`src/rtl/beat_err_pkg.sv`:
```
package beat_err_pkg;
  localparam int unsigned DEF_REF_W   = 16;
  localparam int unsigned DEF_CNT_W   = 16;
  localparam int unsigned SYNC_STAGES = 2;
endpackage

```
`src/rtl/bed_sync.sv`:
```
module bed_sync #(
  parameter int unsigned STAGES = beat_err_pkg::SYNC_STAGES
) (
  input  logic clk_i,
  input  logic rst_ni,
  input  logic beat_i,
  output logic rise_o
);
  localparam int unsigned MSB = STAGES - 1;

  logic [STAGES-1:0] sync_q;
  logic              prev_q;

  always_ff @(posedge clk_i or negedge rst_ni) begin
    if (!rst_ni) begin
      sync_q <= '0;
      prev_q <= 1'b0;
    end else begin
      sync_q <= {sync_q[STAGES-2:0], beat_i};
      prev_q <= sync_q[MSB];
    end
  end

  assign rise_o = sync_q[MSB] & ~prev_q;

  // one beat rise must never count twice
  AST_RISE_SPACED: assert property (@(posedge clk_i) disable iff (!rst_ni)
    rise_o |=> !rise_o);
endmodule

```
`src/rtl/bed_gate.sv`:
```
module bed_gate #(
  parameter int unsigned REF_W = beat_err_pkg::DEF_REF_W
) (
  input  logic clk_i,
  input  logic rst_ni,
  output logic win_end_o
);
  logic [REF_W-1:0] ref_q;

  always_ff @(posedge clk_i or negedge rst_ni) begin
    if (!rst_ni) ref_q <= '0;
    else         ref_q <= ref_q + 1'b1;
  end

  assign win_end_o = &ref_q;

  AST_GATE_RESTART: assert property (@(posedge clk_i) disable iff (!rst_ni)
    win_end_o |=> (ref_q == '0));
  AST_GATE_SINGLE: assert property (@(posedge clk_i) disable iff (!rst_ni)
    win_end_o |=> !win_end_o);
endmodule

```
`src/rtl/bed_counter.sv`:
```
module bed_counter #(
  parameter int unsigned CNT_W = beat_err_pkg::DEF_CNT_W
) (
  input  logic             clk_i,
  input  logic             rst_ni,
  input  logic             rise_i,
  input  logic             clr_i,
  output logic [CNT_W-1:0] cnt_next_o,
  output logic             ovf_next_o
);
  logic [CNT_W-1:0] cnt_q;
  logic             ovf_q;
  logic             full;

  assign full       = &cnt_q;
  assign cnt_next_o = (rise_i && !full) ? cnt_q + 1'b1 : cnt_q;
  assign ovf_next_o = ovf_q | (rise_i & full);

  always_ff @(posedge clk_i or negedge rst_ni) begin
    if (!rst_ni) begin
      cnt_q <= '0;
      ovf_q <= 1'b0;
    end else if (clr_i) begin
      cnt_q <= '0;
      ovf_q <= 1'b0;
    end else begin
      cnt_q <= cnt_next_o;
      ovf_q <= ovf_next_o;
    end
  end

  AST_SAT_HOLD: assert property (@(posedge clk_i) disable iff (!rst_ni)
    (full && !clr_i) |=> (&cnt_q));
  AST_IDLE_HOLD: assert property (@(posedge clk_i) disable iff (!rst_ni)
    (!rise_i && !clr_i) |=> $stable(cnt_q));
endmodule

```
`src/rtl/beat_err_det.sv`:
```
module beat_err_det #(
  parameter int unsigned REF_W = beat_err_pkg::DEF_REF_W,
  parameter int unsigned CNT_W = beat_err_pkg::DEF_CNT_W
) (
  input  logic                    clk_i,
  input  logic                    rst_ni,
  input  logic                    beat_i,
  input  logic [CNT_W-1:0]        target_i,
  output logic [CNT_W-1:0]        count_o,
  output logic signed [CNT_W:0]   err_o,
  output logic                    ovf_o,
  output logic                    valid_o
);
  localparam int unsigned ERR_W = CNT_W + 1;

  logic             rise;
  logic             win_end;
  logic [CNT_W-1:0] cnt_next;
  logic             ovf_next;
  logic             armed_q;
  logic [CNT_W-1:0] tgt_q;
  logic signed [ERR_W-1:0] diff;

  bed_sync u_sync (
    .clk_i (clk_i), .rst_ni(rst_ni), .beat_i(beat_i), .rise_o(rise)
  );

  bed_gate #(.REF_W(REF_W)) u_gate (
    .clk_i(clk_i), .rst_ni(rst_ni), .win_end_o(win_end)
  );

  bed_counter #(.CNT_W(CNT_W)) u_cnt (
    .clk_i(clk_i), .rst_ni(rst_ni), .rise_i(rise), .clr_i(win_end),
    .cnt_next_o(cnt_next), .ovf_next_o(ovf_next)
  );

  assign diff = $signed({1'b0, tgt_q}) - $signed({1'b0, cnt_next});

  // target held for a whole window
  always_ff @(posedge clk_i or negedge rst_ni) begin
    if (!rst_ni) begin
      armed_q <= 1'b0;
      tgt_q   <= '0;
    end else if (win_end || !armed_q) begin
      armed_q <= 1'b1;
      tgt_q   <= target_i;
    end
  end

  always_ff @(posedge clk_i or negedge rst_ni) begin
    if (!rst_ni) begin
      count_o <= '0;
      err_o   <= '0;
      ovf_o   <= 1'b0;
      valid_o <= 1'b0;
    end else begin
      valid_o <= win_end;
      if (win_end) begin
        count_o <= cnt_next;
        err_o   <= diff;
        ovf_o   <= ovf_next;
      end
    end
  end

  AST_VALID_PULSE: assert property (@(posedge clk_i) disable iff (!rst_ni)
    valid_o |=> !valid_o);
  AST_REPORT_HOLD: assert property (@(posedge clk_i) disable iff (!rst_ni)
    !win_end |=> ($stable(count_o) && $stable(err_o) && $stable(ovf_o)));
  AST_TGT_HOLD: assert property (@(posedge clk_i) disable iff (!rst_ni)
    (armed_q && !win_end) |=> $stable(tgt_q));
  AST_ERR_SIGN: assert property (@(posedge clk_i) disable iff (!rst_ni)
    valid_o |-> ((err_o < 0) == (count_o > $past(tgt_q))));
endmodule

```
`config.mk`:
```
export PLATFORM = sky130hd
export DESIGN_NAME = beat_err_det
export DESIGN_NICKNAME = d
export VERILOG_FILES = /design/src/rtl/beat_err_pkg.sv /design/src/rtl/bed_sync.sv /design/src/rtl/bed_gate.sv /design/src/rtl/bed_counter.sv /design/src/rtl/beat_err_det.sv
export SDC_FILE = /design/constraint.sdc
export NUM_CORES = 1
export LEC_CHECK = 0
export BUFFER_PORTS_ARGS = -buffer_cell sky130_fd_sc_hd__buf_2
export CORE_MARGIN = 4
export CORE_UTILIZATION = 44
export CTS_BUF_LIST = sky130_fd_sc_hd__clkbuf_4 sky130_fd_sc_hd__clkbuf_8 sky130_fd_sc_hd__clkbuf_16
export DETAILED_ROUTE_END_ITERATION = 10
export SLEW_MARGIN = 40
export SYNTH_ARGS = -nofsm -noshare
export SYNTH_HDL_FRONTEND = slang
export SYNTH_SLANG_ARGS = --single-unit
```
`constraint.sdc`:
```
create_clock -name clk_i -period 10.7 [get_ports clk_i]
set_input_delay 1.07 -clock clk_i [delete_from_list [all_inputs] [get_ports clk_i]]
set_output_delay 1.07 -clock clk_i [all_outputs]
set_load 0.02 [all_outputs]
```
After elaboration in Yosys (flattened, before gate mapping)

Index checks and enable logic that the tools add are counted.

Add/sub/neg operators: 3
Muxes and demuxes: 3
Bitwise logic cells: 4
Reductions and logical operators: 6

Operators with widths:

| kind                                           | count |
|---|---|
| adder 16 x 1 -> 16 bit (second input constant) | 2 |
| 2-to-1 mux 16 bit                              | 2 |
| AND reduction 16 bit                           | 2 |
| subtractor 16 x 16 -> 17 bit                   | 1 |
| bitwise AND 1 bit                              | 2 |
| logical NOT 1 bit                              | 2 |
| logical AND 1 bit                              | 1 |
| logical OR 1 bit                               | 1 |
| 2-to-1 mux 1 bit                               | 1 |
| NOT 1 bit                                      | 1 |
| OR 1 bit                                       | 1 |

Register bits after elaboration: 88
Input port bits: 19
Output and inout port bits: 35
Word-level logic and storage cells: 27

Longest topological paths before layout

Gate-level depths: netlist (run 1).

Word-level depth: 5
Gate-level depth with buffers: 17
Depth with buffers taken out: 16

Modules after synthesis

Synthesis (run 1) repeated with hierarchy kept, for this count alone.

Cells, all modules: 436
Area total of the unflattened synthesis: 4,709.5 µm²

By module, submodules not included:

| module       | times used | cells an instance | area each (µm²) | seq. area each (µm²) |
|---|---|---|---|---|
| beat_err_det | 1          | 257               | 2,790.2         | 1,301.2 |
| bed_counter  | 1          | 115               | 1,123.6         | 425.4 |
| bed_gate     | 1          | 60                | 706.9           | 400.4 |
| bed_sync     | 1          | 4                 | 88.8            | 75.1 |

Worst setup path after synthesis (run 1)

No wires, ideal clock.

Kind: register -> register
Start point: register u_cnt.cnt_q[0]
End point: register err_o[16]
Setup time: 0.126 ns
Arrival: 4.403 ns
Setup slack: 6.171 ns
Stages on the path, launching flop included: 18
Path buffers: 1
Clock period less this slack: 4.529 ns
Cell sequence: dfrtp_1 ha_1 nand3_2 o41ai_4 buf_6 xor2_1 inv_1 ha_1 fa_1 nor2b_1 nor3_1 or4_1 o311ai_4 o21ai_2 a222oi_1 nor4b_1 or4_1 a221o_1

Longest elaborated chain between the ends: 5
Elaborated cells between the ends (all ways): 6
Those cells by class: add/sub (2); mux (1); reduce/logical (3)

Ends and longest elaborated chain:

| element                                                                        | RTL line           | RTL |
|---|---|---|
| start: declaration                                                             | bed_counter.sv:11  | `logic [CNT_W-1:0] cnt_q;` |
| start signal: assignment                                                       | bed_counter.sv:27  | `cnt_q <= cnt_next_o;` |
| parallel branches: the longest is 3 deep, another holds adder 16 x 1 -> 16 bit | -                  |  |
| 2-to-1 mux 16 bit *                                                            | bed_counter.sv:16  | `assign cnt_next_o = (rise_i && !full) ? cnt_q + 1'b1 : cnt_q;` |
| net cnt_next[0]                                                                | beat_err_det.sv:18 | `logic [CNT_W-1:0] cnt_next;` |
| subtractor 16 x 16 -> 17 bit *                                                 | beat_err_det.sv:37 | `assign diff = $signed({1'b0, tgt_q}) - $signed({1'b0, cnt_next});` |
| end signal: assignment                                                         | beat_err_det.sv:60 | `err_o <= diff;` |
| end: declaration                                                               | beat_err_det.sv:10 | `output logic signed [CNT_W:0] err_o,` |

Mark *: on every way through the listed nets, which the timed path passes.
A chain may end at the register's enable or synchronous reset.

Worst setup path in the final report (run 1)

Same ends and word-level chain as after synthesis.

==> reports/metrics.json, run 1 <==
{
  "status": {"value": "completed"},
  "power_density_over_the_cells": {"value": 161, "unit": "mW/mm²"},
  "worst_path_largest_cell_delay": {"value": 680, "unit": "ps"},
  "power.sequential.fraction": {"value": 45.7, "unit": "%"},
  "floorplan.die.width": {"value": 108, "unit": "µm"},
  "wire_length_of_the_first_global_routing_pass": {"value": 15300, "unit": "µm"},
  "clock_latency": {"value": 360, "unit": "ps"},
  "met1_usage": {"value": 24.5, "unit": "%"},
  "remaining_drc_errors": {"value": 0},
  "numPlacedInstances": {"value": 587},
  "crit_start": {"value": "u_cnt.cnt_q[0]$_DFF_PN0_"},
  "synth_sequential_area_ratio": {"value": 50.1, "unit": "%"},
  "globalRoute.busiestLayer": {"value": "met1"},
  "hold_path_startpoint": {"value": "u_sync.sync_q[0]$_DFF_PN0_"},
  "post_route_worst_setup_slack": {"value": 5450, "unit": "ps"},
  "finalCriticalPeriod": {"value": 5250, "unit": "ps"},
  "timing.critical_path.cells": {"value": "ha_1, nand3_2, o41ai_4, mux2i_1, inv_1, fa_1, nor2b_1, nor3_1, or4_1, o311ai_4, o21ai_2, a222oi_1, nor4b_1, or4_1, a221o_1"},
  "final_common_cell": {"value": "sky130_fd_sc_hd__dfrtp_1"},
  "fmaxAchievable": {"value": 0.190, "unit": "GHz"},
  "fill_cells": {"value": 928},
  "vias_per_cell": {"value": 5.19},
  "grt_remaining_overflow": {"value": 0},
  "synth_cell_type_count": {"value": 65},
  "critical_path.slowest_cell": {"value": "sky130_fd_sc_hd__o41ai_4"},
  "worstPathMaxFanout": {"value": 12},
  "number_of_core_rows": {"value": 36},
  "ctsHoldBuffers": {"value": 0},
  "chip_height": {"value": 108, "unit": "µm"},
  "synth_enable_flop_cells": {"value": 0},
  "clock_tree_sinks": {"value": 88},
  "setup-tns-final": {"value": 0, "unit": "ps"},
  "post_cts_resize_count": {"value": 0},
  "req_time_crit_path": {"value": 10950, "unit": "ps"},
  "drt_first_iter_violations": {"value": 140},
  "worst_slew_pin_slew": {"value": 699, "unit": "ps"},
  "synth_async_sr_flop_share": {"value": 100, "unit": "%"},
  "skew": {"value": 4.62, "unit": "ps"},
  "hold-worst-slack": {"value": 356, "unit": "ps"},
  "final_net_count": {"value": 496},
  "met2_track_demand_over_resource_in_global_routing": {"value": 24.4, "unit": "%"},
  "synthFlopType": {"value": "sky130_fd_sc_hd__dfrtp_1"},
  "cts.repair_timing.setup_buffer_count": {"value": 0},
  "synth_warnings": {"value": 0},
  "design.core.area": {"value": 0.00977, "unit": "mm²"},
  "post-route-period-util": {"value": 49.1, "unit": "%"},
  "cap_viol_max_count": {"value": 0},
  "layout-drive-gt1-share": {"value": 21.7, "unit": "%"},
  "start_util": {"value": 45.0, "unit": "%"},
  "unrepaired_setup_endpoints_after_global_routing": {"value": "false"},
  "avgRoutedWirePerCell": {"value": 14.8, "unit": "µm"},
  "library_cell_used_as_clock_root_buffer": {"value": "sky130_fd_sc_hd__clkbuf_8"},
  "post_synth_inst_count": {"value": 418},
  "netSwitchingPower": {"value": 250, "unit": "µW"},
  "antennaDiodeCount": {"value": 0},
  "worstPathArrival": {"value": 5510, "unit": "ps"},
  "drt-total-wl": {"value": 8920, "unit": "µm"},
  "cp-end-kind": {"value": "register"},
  "utilization": {"value": 51.3, "unit": "%"},
  "synth_nets": {"value": 449},
  "cts_made_buffers": {"value": 9},
  "clk_transition_reported_paths": {"value": 90, "unit": "ps"},
  "dpl_worst_slack": {"value": 5460, "unit": "ps"},
  "cts_buffer_depth": {"value": 2},
  "worstSetupPathType": {"value": "reg -> reg"},
  "synth.ff_latch_count": {"value": 88},
  "fin_total_pwr": {"value": 807, "unit": "µW"},
  "h_tree_depth": {"value": 3},
  "syn_avg_cell_area": {"value": 10.5, "unit": "µm²"},
  "final_design_area_no_fill": {"value": 0.00501, "unit": "mm²"},
  "p_int": {"value": 558, "unit": "µW"},
  "postPlaceCellArea": {"value": 0.00478, "unit": "mm²"},
  "static-leakage-power": {"value": 2.29, "unit": "nW"},
  "share_comb_of_total_power": {"value": 21.8, "unit": "%"},
  "layoutNonFillerInstCount": {"value": 603},
  "die_area": {"value": 0.0117, "unit": "mm²"},
  "switching_share": {"value": 30.9, "unit": "%"},
  "setup_viol": {"value": 0},
  "power.clock.fraction": {"value": 32.6, "unit": "%"},
  "clock_tree_from_tritoncts": {"value": "done"},
  "dr_total_vias": {"value": 3129},
  "gp_congestion": {"value": 0.787},
  "ios": {"value": 54},
  "final-max-slew-violation-count": {"value": 0},
  "worst_ir_drop_vdd": {"value": 0.0672, "unit": "mV"},
  "detailed_place_hpwl": {"value": 6320, "unit": "µm"},
  "io_buffers": {"value": 53},
  "drt_first_pass_iters": {"value": 4},
  "antenna_violating_nets_remaining": {"value": 0},
  "holdCritPathClass": {"value": "reg -> reg"},
  "post_synth_instance_area": {"value": 0.00440, "unit": "mm²"},
  "worstSetupStartpointType": {"value": "register"},
  "syn2layout_area_growth": {"value": 13.9, "unit": "%"},
  "grt_start_max_net_pins": {"value": 70},
  "relSlewSlack": {"value": 53.3, "unit": "%"},
  "antenna_found_initial": {"value": 0},
  "grtUsageTotal": {"value": 16.6, "unit": "%"},
  "crit_path_top_cell_by_count": {"value": "sky130_fd_sc_hd__or4_1"},
  "first_global_vias": {"value": 3125},
  "mostFrequentLayoutCells": {"value": "sky130_fd_sc_hd__dfrtp_1 (88), sky130_fd_sc_hd__buf_2 (52), sky130_fd_sc_hd__nand2_1 (46), sky130_fd_sc_hd__o21ai_0 (38), sky130_fd_sc_hd__nor2_1 (31)"},
  "met3_usage_grt": {"value": 3.76, "unit": "%"},
  "timing_hold_violations_final": {"value": 0},
  "reg2reg_launch_point": {"value": "u_cnt.cnt_q[0]$_DFF_PN0_"}
}
-- path summary, 6_finish.rpt --
| check | end | slack [ps] | cells past startpoint |
|---|---|---|---|
| setup / recovery | err_o[16]$_DFFE_PN0P_ | 5450 | 15 |
| hold / removal | u_sync.sync_q[1]$_DFF_PN0_ | 360 | 0 |
| setup reg to reg | err_o[16]$_DFFE_PN0P_ | 5450 | 15 |
| hold reg to reg | u_sync.sync_q[1]$_DFF_PN0_ | 360 | 0 |
| max in group asynchronous | u_gate.ref_q[6]$_DFF_PN0_ | 9030 | 2 |
| min in group asynchronous | tgt_q[11]$_DFFE_PN0P_ | 640 | 1 |
-- cell families (layout without fill, tap and decap cells) --
logic type / Yosys count / after routing / share of synthesized area, %
flip-flops: 88 / 88 / 50.1
AND/OR/NAND/NOR: 140 / 140 / 15.9
other: 1 / 1 / 0.0853
adder cells (fa/ha/maj): 16 / 16 / 4.50
AO/OA/AOI/OAI: 85 / 85 / 13.6
buffers and inverters: 29 / 81 / 2.65
XOR/XNOR: 43 / 43 / 9.16
multiplexers: 16 / 16 / 4.04
-- per-layer routing --
metal  share of wire, %  up-vias  wire length, µm
met4                1.5        0              137
met3                4.1       13              367
li1                   -     1572                -
met1                 50     1486             4500
met5                  0        -                0
met2                 44       58             3910
-- power groups by stage --
stage | combinational [mW] | clock (mW) | sequential (mW)
detailed placement | 0.176 | 0 | 0.375
global placement | 0.174 | 0 | 0.374
CTS | 0.177 | 0.270 | 0.368
global route | 0.200 | 0.286 | 0.372
finish | 0.176 | 0.263 | 0.369
floorplan | 0.136 | 0 | 0.368
-- layout make-up --
type                       count  area [µm²]  area share, %
timing repair buffer          55         283           5.64
sequential                    88        2200           43.9
multi-input combinational    301        2090           41.8
tap                          133         166           3.32
clock inverter                 7         104           2.07
inverter                      10        37.5          0.749
clock buffer                   9         124           2.47
-- registers in the layout, indices dropped and copies added, names as in the netlist --
signal / count
u_cnt.ovf_q: 1
u_sync.prev_q: 1
err_o: 17
u_gate.ref_q: 16
count_o: 16
valid_o: 1
u_cnt.cnt_q: 16
u_sync.sync_q: 2
ovf_o: 1
tgt_q: 16
armed_q: 1
-- Yosys cell counts (7+ instances only) --
cell                       number  area share [%]
sky130_fd_sc_hd__ha_1          11             3.1
sky130_fd_sc_hd__a21oi_1        8            0.91
sky130_fd_sc_hd__clkbuf_1      15             1.3
sky130_fd_sc_hd__nor2_1        31             2.6
sky130_fd_sc_hd__mux2_2        14             3.6
sky130_fd_sc_hd__and3_1         7             1.0
sky130_fd_sc_hd__nand2_1       47             4.0
sky130_fd_sc_hd__dfrtp_1       88              50
sky130_fd_sc_hd__xnor2_1       27             5.4
sky130_fd_sc_hd__inv_1          9            0.77
sky130_fd_sc_hd__o21ai_0       38             4.3
sky130_fd_sc_hd__nand3_1       17             1.9
sky130_fd_sc_hd__xor2_1        14             2.8
-- worst max-delay path, delay by kind of cell, from the launching register on --
family / cells / cell delay (ps)
buffers and inverters: 1 / 110
adders and majority gates: 2 / 670
DFF: 1 / 410
and+or+nand+nor: 6 / 1790
AOI/OAI and AO/OA: 5 / 1740
muxes: 1 / 420
Note: power is estimated with default switching activity, not from simulation.
==> run 2, diff against run 1 <==
==> constraint.sdc (replaced) <==
create_clock -name clk_i -period 5.5 [get_ports clk_i]
set_input_delay 0.55 -clock clk_i [delete_from_list [all_inputs] [get_ports clk_i]]
set_output_delay 0.55 -clock clk_i [all_outputs]
set_load 0.02 [all_outputs]
==> run 2 against run 1 <==
Setup slack got worse by 5000 ps; sequential share of layout area rose by 0.17 points; via count rose by 0.89%; die area did not move; largest power group unchanged; highest routed layer unchanged.
==> reports/metrics.json, run 2 (synthesis results as in run 1) <==
{
  "worstPathMaxFanout": {"value": 12, "change": "unchanged"},
  "worstSetupPathType": {"value": "reg -> reg"},
  "syn2layout_area_growth": {"value": 13.5, "unit": "%"},
  "setup-tns-final": {"value": 0, "unit": "ps", "change": "unchanged"},
  "power.sequential.fraction": {"value": 48.0, "unit": "%", "change": "+2.3 points"},
  "p_int": {"value": 1.01, "unit": "mW", "change": "+81%"},
  "setup_viol": {"value": 0, "change": "unchanged"},
  "antenna_violating_nets_remaining": {"value": 0, "change": "unchanged"},
  "cts.repair_timing.setup_buffer_count": {"value": 0, "change": "unchanged"},
  "finalCriticalPeriod": {"value": 5060, "unit": "ps", "change": "-194 ps"},
  "post_route_worst_setup_slack": {"value": 442, "unit": "ps", "change": "-5010 ps"},
  "io_buffers": {"value": 53, "change": "unchanged"},
  "gp_congestion": {"value": 0.788, "change": "+0.13%"},
  "detailed_place_hpwl": {"value": 6390, "unit": "µm", "change": "+1.0%"},
  "dr_total_vias": {"value": 3157, "change": "+0.89%"},
  "start_util": {"value": 45.0, "unit": "%", "change": "unchanged"},
  "avgRoutedWirePerCell": {"value": 14.8, "unit": "µm", "change": "about the same"},
  "clock_tree_sinks": {"value": 88, "change": "unchanged"},
  "status": {"value": "completed"},
  "floorplan.die.width": {"value": 108, "unit": "µm", "change": "unchanged"},
  "chip_height": {"value": 108, "unit": "µm", "change": "unchanged"},
  "cts_made_buffers": {"value": 9, "change": "unchanged"},
  "clock_tree_from_tritoncts": {"value": "done"},
  "cp-end-kind": {"value": "register"},
  "cap_viol_max_count": {"value": 0, "change": "unchanged"},
  "drt-total-wl": {"value": 8970, "unit": "µm", "change": "+0.55%"},
  "cts_buffer_depth": {"value": 2, "change": "unchanged"},
  "netSwitchingPower": {"value": 485, "unit": "µW", "change": "+94%"},
  "unrepaired_setup_endpoints_after_global_routing": {"value": "false"},
  "h_tree_depth": {"value": 3, "change": "unchanged"},
  "relSlewSlack": {"value": 51.7, "unit": "%", "change": "-1.6 points"},
  "utilization": {"value": 51.1, "unit": "%", "change": "-0.19 points"},
  "registers.top_by_ff_count": {"value": "err_o"},
  "remaining_drc_errors": {"value": 0, "change": "unchanged"},
  "fmaxAchievable": {"value": 0.198, "unit": "GHz", "change": "+3.8%"},
  "timing.critical_path.cells": {"value": "ha_1, nand3_2, o41ai_4, mux2i_1, inv_1, fa_1, nor2b_1, nor3_1, or4_1, o311ai_4, o21ai_2, a222oi_1, buf_4, nor4b_1, or4_1, a221o_1"},
  "antenna_found_initial": {"value": 0, "change": "unchanged"},
  "worst_slew_pin_slew": {"value": 723, "unit": "ps", "change": "+24.0 ps"},
  "library_cell_used_as_clock_root_buffer": {"value": "sky130_fd_sc_hd__clkbuf_8"},
  "clk_transition_reported_paths": {"value": 90, "unit": "ps", "change": "about the same"},
  "grt_start_max_net_pins": {"value": 70, "change": "unchanged"},
  "power_density_over_the_cells": {"value": 299, "unit": "mW/mm²", "change": "+86%"},
  "final_design_area_no_fill": {"value": 0.00499, "unit": "mm²", "change": "-0.37%"},
  "grt_remaining_overflow": {"value": 0, "change": "unchanged"},
  "final_common_cell": {"value": "sky130_fd_sc_hd__dfrtp_1"},
  "clock_latency": {"value": 370, "unit": "ps", "change": "about the same"},
  "ctsHoldBuffers": {"value": 0, "change": "unchanged"},
  "number_of_core_rows": {"value": 36, "change": "unchanged"},
  "switching_share": {"value": 32.5, "unit": "%", "change": "+1.6 points"},
  "ios": {"value": 54, "change": "unchanged"},
  "vias_per_cell": {"value": 5.21, "change": "+0.40%"},
  "critical_path.slowest_cell": {"value": "sky130_fd_sc_hd__o41ai_4"},
  "drt_first_pass_iters": {"value": 4, "change": "unchanged"},
  "dpl_worst_slack": {"value": 466, "unit": "ps", "change": "-4990 ps"},
  "final-max-slew-violation-count": {"value": 0, "change": "unchanged"},
  "crit_path_top_cell_by_count": {"value": "sky130_fd_sc_hd__or4_1"},
  "grtUsageTotal": {"value": 17.0, "unit": "%", "change": "+0.37 points"},
  "design.core.area": {"value": 0.00977, "unit": "mm²", "change": "unchanged"},
  "holdCritPathClass": {"value": "in -> async"},
  "share_comb_of_total_power": {"value": 23.2, "unit": "%", "change": "+1.4 points"},
  "fin_total_pwr": {"value": 1.49, "unit": "mW", "change": "+85%"},
  "timing_hold_violations_final": {"value": 0, "change": "unchanged"},
  "wire_length_of_the_first_global_routing_pass": {"value": 15500, "unit": "µm", "change": "+1.1%"},
  "req_time_crit_path": {"value": 5750, "unit": "ps", "change": "-5200 ps"},
  "power.clock.fraction": {"value": 28.8, "unit": "%", "change": "-3.8 points"},
  "postPlaceCellArea": {"value": 0.00480, "unit": "mm²", "change": "+0.42%"},
  "worstSetupStartpointType": {"value": "register"},
  "largest_register_ffs": {"value": 17, "change": "unchanged"},
  "skew": {"value": 9.79, "unit": "ps", "change": "+5.16 ps"},
  "mostFrequentLayoutCells": {"value": "sky130_fd_sc_hd__dfrtp_1 (88), sky130_fd_sc_hd__buf_2 (52), sky130_fd_sc_hd__nand2_1 (47), sky130_fd_sc_hd__o21ai_0 (38), sky130_fd_sc_hd__nor2_1 (31)"},
  "layout-drive-gt1-share": {"value": 21.8, "unit": "%", "change": "+0.074 points"},
  "first_global_vias": {"value": 3027, "change": "-3.1%"},
  "worst_path_largest_cell_delay": {"value": 700, "unit": "ps", "change": "+20 ps"},
  "post_cts_resize_count": {"value": 0, "change": "unchanged"},
  "drt_first_iter_violations": {"value": 114, "change": "-19%"},
  "final_net_count": {"value": 499, "change": "+0.60%"},
  "antennaDiodeCount": {"value": 0, "change": "unchanged"},
  "post-route-period-util": {"value": 92.0, "unit": "%", "change": "+43 points"},
  "fill_cells": {"value": 897, "change": "-3.3%"},
  "worst_ir_drop_vdd": {"value": 0.122, "unit": "mV", "change": "+81%"},
  "static-leakage-power": {"value": 2.28, "unit": "nW", "change": "-0.48%"},
  "die_area": {"value": 0.0117, "unit": "mm²", "change": "unchanged"},
  "worstPathArrival": {"value": 5310, "unit": "ps", "change": "-200 ps"}
}
==> run 2: path summary, 6_finish.rpt <==
check / end / from / slack, ps / cells past startpoint
max in group asynchronous: u_cnt.cnt_q[0]$_DFF_PN0_ / rst_ni / 4320 / 2
worst min-delay path: err_o[11]$_DFFE_PN0P_ / rst_ni / 120 / 1
worst min register to register: u_sync.sync_q[1]$_DFF_PN0_ / u_sync.sync_q[0]$_DFF_PN0_ / 360 / 0
worst max register to register: err_o[16]$_DFFE_PN0P_ / u_cnt.cnt_q[0]$_DFF_PN0_ / 440 / 16
min in group clk_i: u_sync.sync_q[0]$_DFF_PN0_ / beat_i / 290 / 1
worst max-delay path: err_o[16]$_DFFE_PN0P_ / u_cnt.cnt_q[0]$_DFF_PN0_ / 440 / 16
==> run 2: layer usage <==
| layer | wire [µm] | GRT usage [%] |
|---|---|---|
| met1 | 4570 | 26.0 |
| met2 | 3850 | 23.8 |
| met3 | 415 | 3.76 |
| met4 | 135 | 5.95 |
| met5 | 0 | 0 |
==> run 2: per-stage QoR <==
stage	instances	hold slack (ps)
6_report	606	123
5_1_grt	606	146
4_1_cts	606	127
3_5_place_dp	590	337
3_3_place_gp	590	333
2_1_floorplan	418	254
==> run 2: power groups by stage <==
stage	sequential (mW)	clock, mW	combinational, mW
floorplan	0.715	0	0.264
global placement	0.728	0	0.341
detailed placement	0.729	0	0.346
CTS	0.717	0.449	0.348
global route	0.723	0.481	0.393
finish	0.717	0.430	0.346
==> run 2: layout make-up <==
type / instances / area, µm² / share of cell area [%]
repair buffers: 58 / 305 / 6.12
clock inverters: 6 / 51.3 / 1.03
flip-flops and latches: 88 / 2200 / 44.1
clock buffers: 10 / 138 / 2.76
inverters: 10 / 37.5 / 0.752
well taps: 133 / 166 / 3.33
multi-input cells: 301 / 2090 / 41.9
==> run 2: worst max-delay path, delay by kind of cell (launching register included) <==
| family | cells | cell delay (ps) |
|---|---|---|
| compound gates | 5 | 1440 |
| fa+ha+maj | 2 | 660 |
| mux | 1 | 470 |
| buf+inv | 2 | 310 |
| flops | 1 | 400 |
| simple gates | 6 | 1670 |
==> run 3, diff against run 2 <==
--- a/config.mk
+++ b/config.mk
@@ -10,6 +10,7 @@
 export CORE_UTILIZATION = 44
 export CTS_BUF_LIST = sky130_fd_sc_hd__clkbuf_4 sky130_fd_sc_hd__clkbuf_8 sky130_fd_sc_hd__clkbuf_16
 export DETAILED_ROUTE_END_ITERATION = 10
+export PLACE_DENSITY = 0.66
 export SLEW_MARGIN = 40
 export SYNTH_ARGS = -nofsm -noshare
 export SYNTH_HDL_FRONTEND = slang
==> constraint.sdc (replaced) <==
create_clock -name clk_i -period 4.25 [get_ports clk_i]
set_input_delay 0.425 -clock clk_i [delete_from_list [all_inputs] [get_ports clk_i]]
set_output_delay 0.425 -clock clk_i [all_outputs]
set_load 0.02 [all_outputs]
==> run 3 against run 2 <==
Clock-buffer cell count shrank 1; non-clock buffer count grew 32; combinational power grew 85%; sequential power grew 30%; via count grew 3.4%; critical path type unchanged.
==> reports/metrics.json, run 3 (synthesis results as in run 1) <==
{
  "static-leakage-power": {"value": 2.45, "unit": "nW", "change": "+7.2%"},
  "timing_hold_violations_final": {"value": 0, "change": "unchanged"},
  "antenna_violating_nets_remaining": {"value": 0, "change": "unchanged"},
  "r2r_cells": {"value": 17, "change": "+1"},
  "remaining_drc_errors": {"value": 0, "change": "unchanged"},
  "detailed_place_hpwl": {"value": 6820, "unit": "µm", "change": "+6.7%"},
  "die_area": {"value": 0.0117, "unit": "mm²", "change": "unchanged"},
  "antennaDiodeCount": {"value": 0, "change": "unchanged"},
  "gp_congestion": {"value": 0.852, "change": "+8.1%"},
  "ios": {"value": 54, "change": "unchanged"},
  "final_net_count": {"value": 531, "change": "+6.4%"},
  "clk_transition_reported_paths": {"value": 90, "unit": "ps", "change": "about the same"},
  "start_util": {"value": 45.0, "unit": "%", "change": "unchanged"},
  "vias_per_cell": {"value": 5.12, "change": "-1.6%"},
  "crit_start": {"value": "u_cnt.cnt_q[5]$_DFF_PN0_"},
  "wire_length_of_the_first_global_routing_pass": {"value": 15800, "unit": "µm", "change": "+2.3%"},
  "setup_viol": {"value": 0, "change": "unchanged"},
  "grt_start_max_net_pins": {"value": 61, "change": "-13%"},
  "layout-drive-gt1-share": {"value": 28.8, "unit": "%", "change": "+7.0 points"},
  "clock_tree_sinks": {"value": 88, "change": "unchanged"},
  "library_cell_used_as_clock_root_buffer": {"value": "sky130_fd_sc_hd__clkbuf_8"},
  "syn2layout_area_growth": {"value": 20.8, "unit": "%"},
  "drt-total-wl": {"value": 9240, "unit": "µm", "change": "+3.0%"},
  "largest_register_ffs": {"value": 17, "change": "unchanged"},
  "floorplan.die.width": {"value": 108, "unit": "µm", "change": "unchanged"},
  "clock_tree_from_tritoncts": {"value": "done"},
  "relSlewSlack": {"value": 59.1, "unit": "%", "change": "+7.5 points"},
  "critical_path.slowest_cell": {"value": "sky130_fd_sc_hd__or4_1"},
  "utilization": {"value": 54.4, "unit": "%", "change": "+3.3 points"},
  "avgRoutedWirePerCell": {"value": 14.5, "unit": "µm", "change": "-2.0%"},
  "crit_path_top_cell_by_count": {"value": "sky130_fd_sc_hd__buf_4"},
  "cap_viol_max_count": {"value": 0, "change": "unchanged"},
  "mostFrequentLayoutCells": {"value": "sky130_fd_sc_hd__dfrtp_1 (87), sky130_fd_sc_hd__buf_2 (52), sky130_fd_sc_hd__nand2_1 (47), sky130_fd_sc_hd__o21ai_0 (38), sky130_fd_sc_hd__buf_4 (36)"},
  "layoutNonFillerInstCount": {"value": 637, "change": "+5.1%"},
  "grt_remaining_overflow": {"value": 0, "change": "unchanged"},
  "grtUsageTotal": {"value": 17.2, "unit": "%", "change": "+0.22 points"},
  "clock_latency": {"value": 370, "unit": "ps", "change": "about the same"},
  "skew": {"value": 9.81, "unit": "ps", "change": "+0.0204 ps"},
  "worst_slew_pin_slew": {"value": 609, "unit": "ps", "change": "-114 ps"},
  "fin_total_pwr": {"value": 2.09, "unit": "mW", "change": "+40%"},
  "postPlaceCellArea": {"value": 0.00504, "unit": "mm²", "change": "+5.0%"},
  "holdCritPathClass": {"value": "in -> async"},
  "cts_buffer_depth": {"value": 2, "change": "unchanged"},
  "dr_total_vias": {"value": 3264, "change": "+3.4%"},
  "finalCriticalPeriod": {"value": 4220, "unit": "ps", "change": "-834 ps"},
  "number_of_core_rows": {"value": 36, "change": "unchanged"},
  "ctsHoldBuffers": {"value": 0, "change": "unchanged"},
  "drt_first_iter_violations": {"value": 162, "change": "+42%"},
  "numPlacedInstances": {"value": 615, "change": "+4.2%"},
  "unrepaired_setup_endpoints_after_global_routing": {"value": "true"},
  "final_common_cell": {"value": "sky130_fd_sc_hd__dfrtp_1"},
  "antenna_found_initial": {"value": 0, "change": "unchanged"},
  "worstSetupPathType": {"value": "reg -> reg"},
  "cts_made_buffers": {"value": 9, "change": "unchanged"},
  "drt_first_pass_iters": {"value": 4, "change": "unchanged"},
  "h_tree_depth": {"value": 3, "change": "unchanged"},
  "worstPathArrival": {"value": 4480, "unit": "ps", "change": "-830 ps"},
  "r2r-end": {"value": "err_o[16]$_DFFE_PN0P_"},
  "slack_of_the_worst_reg_to_reg_path": {"value": 30, "unit": "ps", "change": "-420 ps"},
  "fmaxAchievable": {"value": 0.237, "unit": "GHz", "change": "+20%"},
  "io_buffers": {"value": 53, "change": "unchanged"},
  "final_design_area_no_fill": {"value": 0.00531, "unit": "mm²", "change": "+6.4%"},
  "worst_path_largest_cell_delay": {"value": 550, "unit": "ps", "change": "-150 ps"},
  "hold-worst-slack": {"value": 12.3, "unit": "ps", "change": "-110 ps"},
  "reg2reg_launch_point": {"value": "u_cnt.cnt_q[5]$_DFF_PN0_"},
  "chip_height": {"value": 108, "unit": "µm", "change": "unchanged"},
  "power_density_over_the_cells": {"value": 393, "unit": "mW/mm²", "change": "+31%"},
  "worst_setup_path_endpoint": {"value": "err_o[16]$_DFFE_PN0P_"},
  "fill_cells": {"value": 868, "change": "-3.2%"},
  "post-route-period-util": {"value": 99.4, "unit": "%", "change": "+7.4 points"},
  "worst_ir_drop_vdd": {"value": 0.168, "unit": "mV", "change": "+38%"},
  "status": {"value": "completed"},
  "design.core.area": {"value": 0.00977, "unit": "mm²", "change": "unchanged"},
  "registers.top_by_ff_count": {"value": "err_o"},
  "timing.critical_path.cells": {"value": "nand4_4, o41ai_4, buf_4, xor2_2, inv_1, ha_2, fa_2, nor2b_4, nor3_2, or4_4, o311ai_4, o21ai_2, a222oi_1, buf_4, nor4b_2, or4_1, a221o_1"},
  "req_time_crit_path": {"value": 4500, "unit": "ps", "change": "-1250 ps"},
  "cp-end-kind": {"value": "register"},
  "worstSetupStartpointType": {"value": "register"},
  "worstPathMaxFanout": {"value": 3, "change": "-9"},
  "first_global_vias": {"value": 3267, "change": "+7.9%"},
  "final-max-slew-violation-count": {"value": 0, "change": "unchanged"}
}
==> run 3: repair_timing <==
item,4_1_cts,5_1_grt
pin swaps,2,7
setup endpoints to repair,1,2
endpoints found under the hold margin,0,0
resized for setup,1,5
buffers inserted,3,4
==> run 3: critical path: cells and delay by family, from the launching register on <==
kind	cells	cell delay, ps
and+or+nand+nor	6	1350
AOI/OAI and AO/OA	5	1140
xor gates and xnor gates	1	150
DFF	1	460
buffers and inverters	3	470
adders and majority gates	2	550
==> run 3: power by group <==
part	total, mW	leakage [nW]	switching [mW]	internal (mW)
combinational	0.640	1.21	0.309	0.331
sequential	0.934	1.16	0.0558	0.878
clock	0.513	0.0817	0.302	0.212
total	2.09	2.45	0.666	1.42
==> run 3: area by class of cell <==
class / count / area (µm²) / share of cell area, %
Clock buffer: 9 / 124 / 2.33
Clock inverter: 6 / 46.3 / 0.871
Inverter: 10 / 37.5 / 0.706
Multi-Input combinational cell: 301 / 2180 / 41.1
Sequential cell: 88 / 2200 / 41.5
Tap cell: 133 / 166 / 3.13
Timing Repair Buffer: 90 / 553 / 10.4
==> run 3: routing by layer <==
| metal | wire, µm | track usage, % | vias up |
|---|---|---|---|
| li1 | - | - | 1632 |
| met1 | 4550 | 24.3 | 1576 |
| met2 | 4270 | 26.5 | 44 |
| met3 | 259 | 2.87 | 12 |
| met4 | 159 | 7.21 | 0 |
| met5 | 0 | 0 | - |
==> run 3: worst min-delay path by stage <==
stage | cells past startpoint | start | to | slack [ps]
6_report | 1 | rst_ni | tgt_q[10]$_DFFE_PN0P_ | 10
5_1_grt | 1 | rst_ni | u_cnt.cnt_q[14]$_DFF_PN0_ | 60
4_1_cts | 1 | rst_ni | u_cnt.cnt_q[14]$_DFF_PN0_ | 140
3_5_place_dp | 0 | u_sync.sync_q[0]$_DFF_PN0_ | u_sync.sync_q[1]$_DFF_PN0_ | 340
3_3_place_gp | 0 | u_sync.sync_q[0]$_DFF_PN0_ | u_sync.sync_q[1]$_DFF_PN0_ | 340
2_1_floorplan | 0 | rst_ni | armed_q$_DFFE_PN0P_ | 130
==> run 3: per-stage QoR <==
stage	setup TNS (ps)	worst slack, ps
final	0	26.2
after global routing	-155	-155
after CTS	0	26.5
after detailed placement	-65.6	-65.6
after global placement	0	25.2
after floorplan	-113	-113
